## src/rtl/psd_pkg.sv

```systemverilog
package psd_pkg;

   // Encoding of the step-size selector.
   typedef enum logic [1:0] {
      STEP_QUARTER   = 2'd0,
      STEP_EIGHTH    = 2'd1,
      STEP_SIXTEENTH = 2'd2,
      STEP_SIXT_ALT  = 2'd3
   } step_sel_e;

   // Number of distinct step fractions (1/4, 1/8, 1/16).
   localparam int unsigned STEP_KINDS = 3;
   // Smallest fraction exponent: step = ratio >> (STEP_BASE_SHIFT + k).
   localparam int unsigned STEP_BASE_SHIFT = 2;
   // Shortest period the counter will accept.
   localparam int unsigned MIN_PERIOD = 2;

   // Map the selector onto an index into the candidate step table.
   function automatic int unsigned step_index(step_sel_e sel);
      case (sel)
         STEP_QUARTER: return 0;
         STEP_EIGHTH:  return 1;
         default:      return 2;
      endcase
   endfunction

endpackage

```

## src/rtl/psd_reload_sel.sv

```systemverilog
module psd_reload_sel
   import psd_pkg::*;
#(
   parameter int unsigned CNT_W = 16
) (
   input  logic [CNT_W-1:0] ratio_i,
   input  logic [1:0]       step_sel_i,
   input  logic             apply_i,
   output logic [CNT_W-1:0] period_o
);

   localparam logic [CNT_W-1:0] MIN_P = CNT_W'(MIN_PERIOD);

   logic [CNT_W-1:0] cand [STEP_KINDS];
   logic [CNT_W-1:0] step;
   logic [CNT_W-1:0] raw;

   // One candidate step per supported fraction of the period.
   for (genvar k = 0; k < STEP_KINDS; k++) begin : g_cand
      assign cand[k] = ratio_i >> (STEP_BASE_SHIFT + k);
   end

   always_comb begin
      step = cand[step_index(step_sel_e'(step_sel_i))];
      raw  = apply_i ? (ratio_i - step) : ratio_i;
      // Guard against degenerate ratios so the counter always completes.
      period_o = (raw < MIN_P) ? MIN_P : raw;
   end

endmodule

```

## src/rtl/psd_down_counter.sv

```systemverilog
module psd_down_counter #(
   parameter int unsigned CNT_W = 16
) (
   input  logic             clk_i,
   input  logic             rst_ni,
   input  logic [CNT_W-1:0] period_i,
   output logic             tc_o,
   output logic [CNT_W-1:0] cnt_next_o,
   output logic [CNT_W-1:0] thr_next_o
);

   logic [CNT_W-1:0] cnt_q, thr_q;
   logic [CNT_W-1:0] cnt_d, thr_d;

   assign tc_o = (cnt_q == '0);

   // At zero the counter takes the next period; the high/low split
   // point is ceil(P/2) counts from the bottom, giving floor(P/2) high.
   always_comb begin
      if (tc_o) begin
         cnt_d = period_i - 1'b1;
         thr_d = period_i - (period_i >> 1);
      end else begin
         cnt_d = cnt_q - 1'b1;
         thr_d = thr_q;
      end
   end

   always_ff @(posedge clk_i or negedge rst_ni) begin
      if (!rst_ni) begin
         cnt_q <= '0;
         thr_q <= CNT_W'(1);
      end else begin
         cnt_q <= cnt_d;
         thr_q <= thr_d;
      end
   end

   assign cnt_next_o = cnt_d;
   assign thr_next_o = thr_d;

endmodule

```

## src/rtl/psd_duty_gen.sv

```systemverilog
module psd_duty_gen #(
   parameter int unsigned CNT_W = 16
) (
   input  logic             clk_i,
   input  logic             rst_ni,
   input  logic [CNT_W-1:0] cnt_next_i,
   input  logic [CNT_W-1:0] thr_next_i,
   output logic             clk_o
);

   logic out_q;

   // Registered so the divided clock leaves a flop, free of glitches.
   always_ff @(posedge clk_i or negedge rst_ni) begin
      if (!rst_ni) out_q <= 1'b0;
      else         out_q <= (cnt_next_i >= thr_next_i);
   end

   assign clk_o = out_q;

endmodule

```

## src/rtl/psd_req_ctrl.sv

```systemverilog
module psd_req_ctrl (
   input  logic clk_i,
   input  logic rst_ni,
   input  logic req_i,
   input  logic tc_i,
   output logic pend_o
);

   logic pend_q;

   always_ff @(posedge clk_i or negedge rst_ni) begin
      if (!rst_ni)              pend_q <= 1'b0;
      else if (pend_q && tc_i)  pend_q <= 1'b0;
      else if (req_i)           pend_q <= 1'b1;
   end

   assign pend_o = pend_q;

endmodule

```

## src/rtl/phase_step_divider.sv

```systemverilog
module phase_step_divider #(
   parameter int unsigned CNT_W = 16
) (
   input  logic             clk_i,
   input  logic             rst_ni,
   input  logic [CNT_W-1:0] ratio_i,
   input  logic [1:0]       step_sel_i,
   input  logic             shift_req_i,
   output logic             clk_div_o,
   output logic             busy_o
);

   if (CNT_W < 5) begin : g_bad_width
      $error("phase_step_divider: CNT_W must be at least 5");
   end

   logic             tc;
   logic             pend;
   logic [CNT_W-1:0] period;
   logic [CNT_W-1:0] cnt_next;
   logic [CNT_W-1:0] thr_next;

   psd_req_ctrl u_req (
      .clk_i  (clk_i),
      .rst_ni (rst_ni),
      .req_i  (shift_req_i),
      .tc_i   (tc),
      .pend_o (pend)
   );

   psd_reload_sel #(.CNT_W(CNT_W)) u_sel (
      .ratio_i    (ratio_i),
      .step_sel_i (step_sel_i),
      .apply_i    (pend),
      .period_o   (period)
   );

   psd_down_counter #(.CNT_W(CNT_W)) u_cnt (
      .clk_i      (clk_i),
      .rst_ni     (rst_ni),
      .period_i   (period),
      .tc_o       (tc),
      .cnt_next_o (cnt_next),
      .thr_next_o (thr_next)
   );

   psd_duty_gen #(.CNT_W(CNT_W)) u_duty (
      .clk_i      (clk_i),
      .rst_ni     (rst_ni),
      .cnt_next_i (cnt_next),
      .thr_next_i (thr_next),
      .clk_o      (clk_div_o)
   );

   assign busy_o = pend;

endmodule

```

## config.mk

```make
export PLATFORM = sky130hd
export DESIGN_NAME = phase_step_divider
export DESIGN_NICKNAME = d
export VERILOG_FILES = /design/src/rtl/psd_pkg.sv /design/src/rtl/psd_reload_sel.sv /design/src/rtl/psd_down_counter.sv /design/src/rtl/psd_duty_gen.sv /design/src/rtl/psd_req_ctrl.sv /design/src/rtl/phase_step_divider.sv
export SDC_FILE = /design/constraint.sdc
export NUM_CORES = 1
export LEC_CHECK = 0
export ABC_AREA = 1
export CORE_MARGIN = 8
export CORE_UTILIZATION = 56
export DETAILED_ROUTE_END_ITERATION = 10
export PLACE_DENSITY_LB_ADDON = 0.05
export SYNTH_ARGS = -nofsm -noshare
export SYNTH_HDL_FRONTEND = slang
export SYNTH_HIERARCHICAL = 1
export SYNTH_SLANG_ARGS = --single-unit
```

## constraint.sdc

```tcl
create_clock -name clk_i -period 3.5 [get_ports clk_i]
set_clock_uncertainty 0.05 [all_clocks]
set_input_delay 1.05 -clock clk_i [delete_from_list [all_inputs] [get_ports clk_i]]
set_output_delay 1.05 -clock clk_i [all_outputs]
set_load 0.05 [all_outputs]
```

==> reports/results.ini <==
[setup_path]
worst-path-stages = 36
max_stage_delay_ns = 0.40
cp_data_arrival_time_ns = 5.72
r2r_cells = 30
critical_path.slowest_cell = fa_2
path_buf_inv = 10
cp.required_ns = 3.67
reg2reg_from = u_req/pend_o
cp_max_fo = 6
critPathLaunchType = primary input
crit_type = primary input to register
cpLargestDelayFamily = simple AND/OR/NAND/NOR gates
end_kind = register
cp_common_cell = nand2_1
startpoint = step_sel_i[0]

[status]
violations = negative setup slack
status = finished, violations left

[clock_network]
clk_pin_slew_ns = 0.07
cts_tree = built
clock-root-buffer = clkbuf_8
clkLatencyLatePin_ns = 0.28
cts-htree-levels = 2
cts-buffers-inserted = 5
clock_sinks = 34
clock_path_buffers = 2
ctsHoldBuffers = 0

[cells_and_area]
final_cells = 996
layout-area-overhead-vs-synth_pct = 52.8
num-nets-final = 962
layout_commonest_cell = nand2_1
diodes = 0
post-route-util_pct = 87.7
regArea_sq_um = 852
fill_cells = 398
drive_above_1_share_pct = 37.7
multiInputGateArea_sq_um = 3730
final_cell_mix = 172 x nand2_1, 139 x buf_4, 121 x inv_1

[power_and_ir_drop]
p_per_area_nw_per_um2 = 444
peakVddDrop_mv = 0.352
cellLeakagePower_nw = 3.66

[timing]
slew_headroom_pct = 66.6
drv_slew = 0
hold_viol_final = 0
final.setup.tns_ns = -34.17
rsz0062_at_grt = yes
whs_ns = 0.439
period_needed_ns = 5.55
timing.final.crit_share_pct = 159
setup_viol = 33
layout_setup_ws_ns = -2.05
worst_slew_pin_slew_ns = 0.499
fmax_ghz = 0.180

[die]
initial_core_util_pct = 57.4
coreArea_sq_um = 7650
row_count = 32
ios = 23
die_h_um = 105
dieArea_sq_um = 10900
dieWidth_um = 105

[yosys]
synth_area_leader_cell = dfrtp_1
synth_area_per_cell_sq_um = 6.03
syn-cell-area_sq_um = 4390
yosys_warnings = 6
yosys-top-cells-area = dfrtp_1 19%, nand2_1 19%, ha_1 13%
synth_cells = 728
synth_seq_cells = 34
synth_cell_types = 35
synth_nets = 797
seq_area_frac_synth_pct = 19.4
synth_top_area_share_pct = 18.8

[drt]
wire_per_inst_um = 16.5
avgViaCountPerCell = 5.69
routed-wl-met2_um = 7830
wl_met1_um = 6420
vias = 5672
postRouteWirelength_um = 16500
drtAntennaViolNets = 0
first_pass_iters = 5
post-route-drc-count = 0
routed.top_layer = met4
first_iter_violations = 455
routed-wl-met3_um = 1430

[global_route]
grt_pass1_wl_um = 23800
grt_pass1_vias = 5275
track_usage_pct = 25.6
gr-total-overflow = 0
grt_antenna_before_repair = 0
grt_max_degree = 35

[job]
cap_viol_max_count = 0

[place]
numPortBuffers = 22
placed_cells = 961
hpwl_um = 10400
place_congestion = 0.971

[hold_path]
hold_path.class = register to register
holdPathStages = 2
hp-start = u_cnt/thr_q[2]

## Yosys cell counts (all sizes together)
master	n
nand3	67
o21bai	2
dfrtp	33
o21a	2
xor2	7
ha	46
o21ai	34
a21o	2
nand3b	4
buf	5
inv	135
nor2	82
or2	1
o31ai	1
and2	2
xnor2	10
dfstp	1
fa	2
clkbuf	7
a31oi	2
nand4	5
nand2	228
a21oi	35
nor3	6
o22ai	9
## layout make-up
| cell class | count | share of cell area, % |
|---|---|---|
| clock buffer | 8 | 1.19 |
| inverter | 135 | 7.64 |
| multi-input combinational | 547 | 55.5 |
| sequential | 34 | 12.7 |
| tap | 102 | 1.90 |
| timing repair buffer | 170 | 21.0 |
## worst reg2reg max path: cells and delay by family, from the launching register on
| family | cells | cell delay [ns] |
|---|---|---|
| xor gates and xnor gates | 1 | 0.09 |
| buffers and inverters | 3 | 0.23 |
| AOI/OAI and AO/OA | 3 | 0.56 |
| DFF | 1 | 0.50 |
| adders and majority gates | 3 | 0.79 |
| and+or+nand+nor | 20 | 1.86 |
## registers in the layout, indices dropped and copies added (netlist names)
signal        count
u_cnt/cnt_q      16
u_cnt/thr_q      16
u_duty/clk_o      1
u_req/pend_o      1
## metrics by stage
| step | worst slack, ns | area (sq um) | power (mW) |
|---|---|---|---|
| 2_1_floorplan | -1.47 | 4500 | 1.47 |
| 3_3_place_gp | -2.21 | 5710 | 2.11 |
| 3_5_place_dp | -2.36 | 5710 | 2.16 |
| 4_1_cts | -1.67 | 6190 | 2.63 |
| 5_1_grt | -2.14 | 6710 | 3.16 |
| 6_report | -2.05 | 6710 | 2.98 |
## cells by family after synthesis
family / synth area share, %
buf+inv: 13.1
fa+ha+maj: 14.0
flops: 19.4
compound gates: 10.7
xor+xnor: 3.56
simple gates: 39.2
## layer usage
layer,vias to the layer above,track usage (%)
met5,-,0
met4,0,6.31
met3,100,3.56
met2,359,43.3
met1,2582,33.4
li1,2631,-
## final timing paths
kind	end	slack (ns)
max	u_duty/clk_o	-2.05
max in group asynchronous	u_cnt/thr_q[0]	1.92
min reg2reg	u_cnt/thr_q[2]	0.44
max reg2reg	u_duty/clk_o	-0.61
min in group asynchronous	u_cnt/thr_q[15]	1.13
min	u_cnt/thr_q[2]	0.44
## where the power goes
part	internal, mW	leakage, nW	switching (mW)
sequential	0.436	0.326	0.0263
clock	0.142	0.0395	0.142
combinational	1.01	3.30	1.23
total	1.58	3.66	1.40
## repair_timing
item / 4_1_cts / 5_1_grt
gates cloned: 0 / 2
hold endpoints to repair: 0 / 0
setup endpoints to repair: 33 / 33
pin swaps: 79 / 80
resized for setup: 111 / 92
buffers inserted: 18 / 7
(Power assumes the default switching activity.)
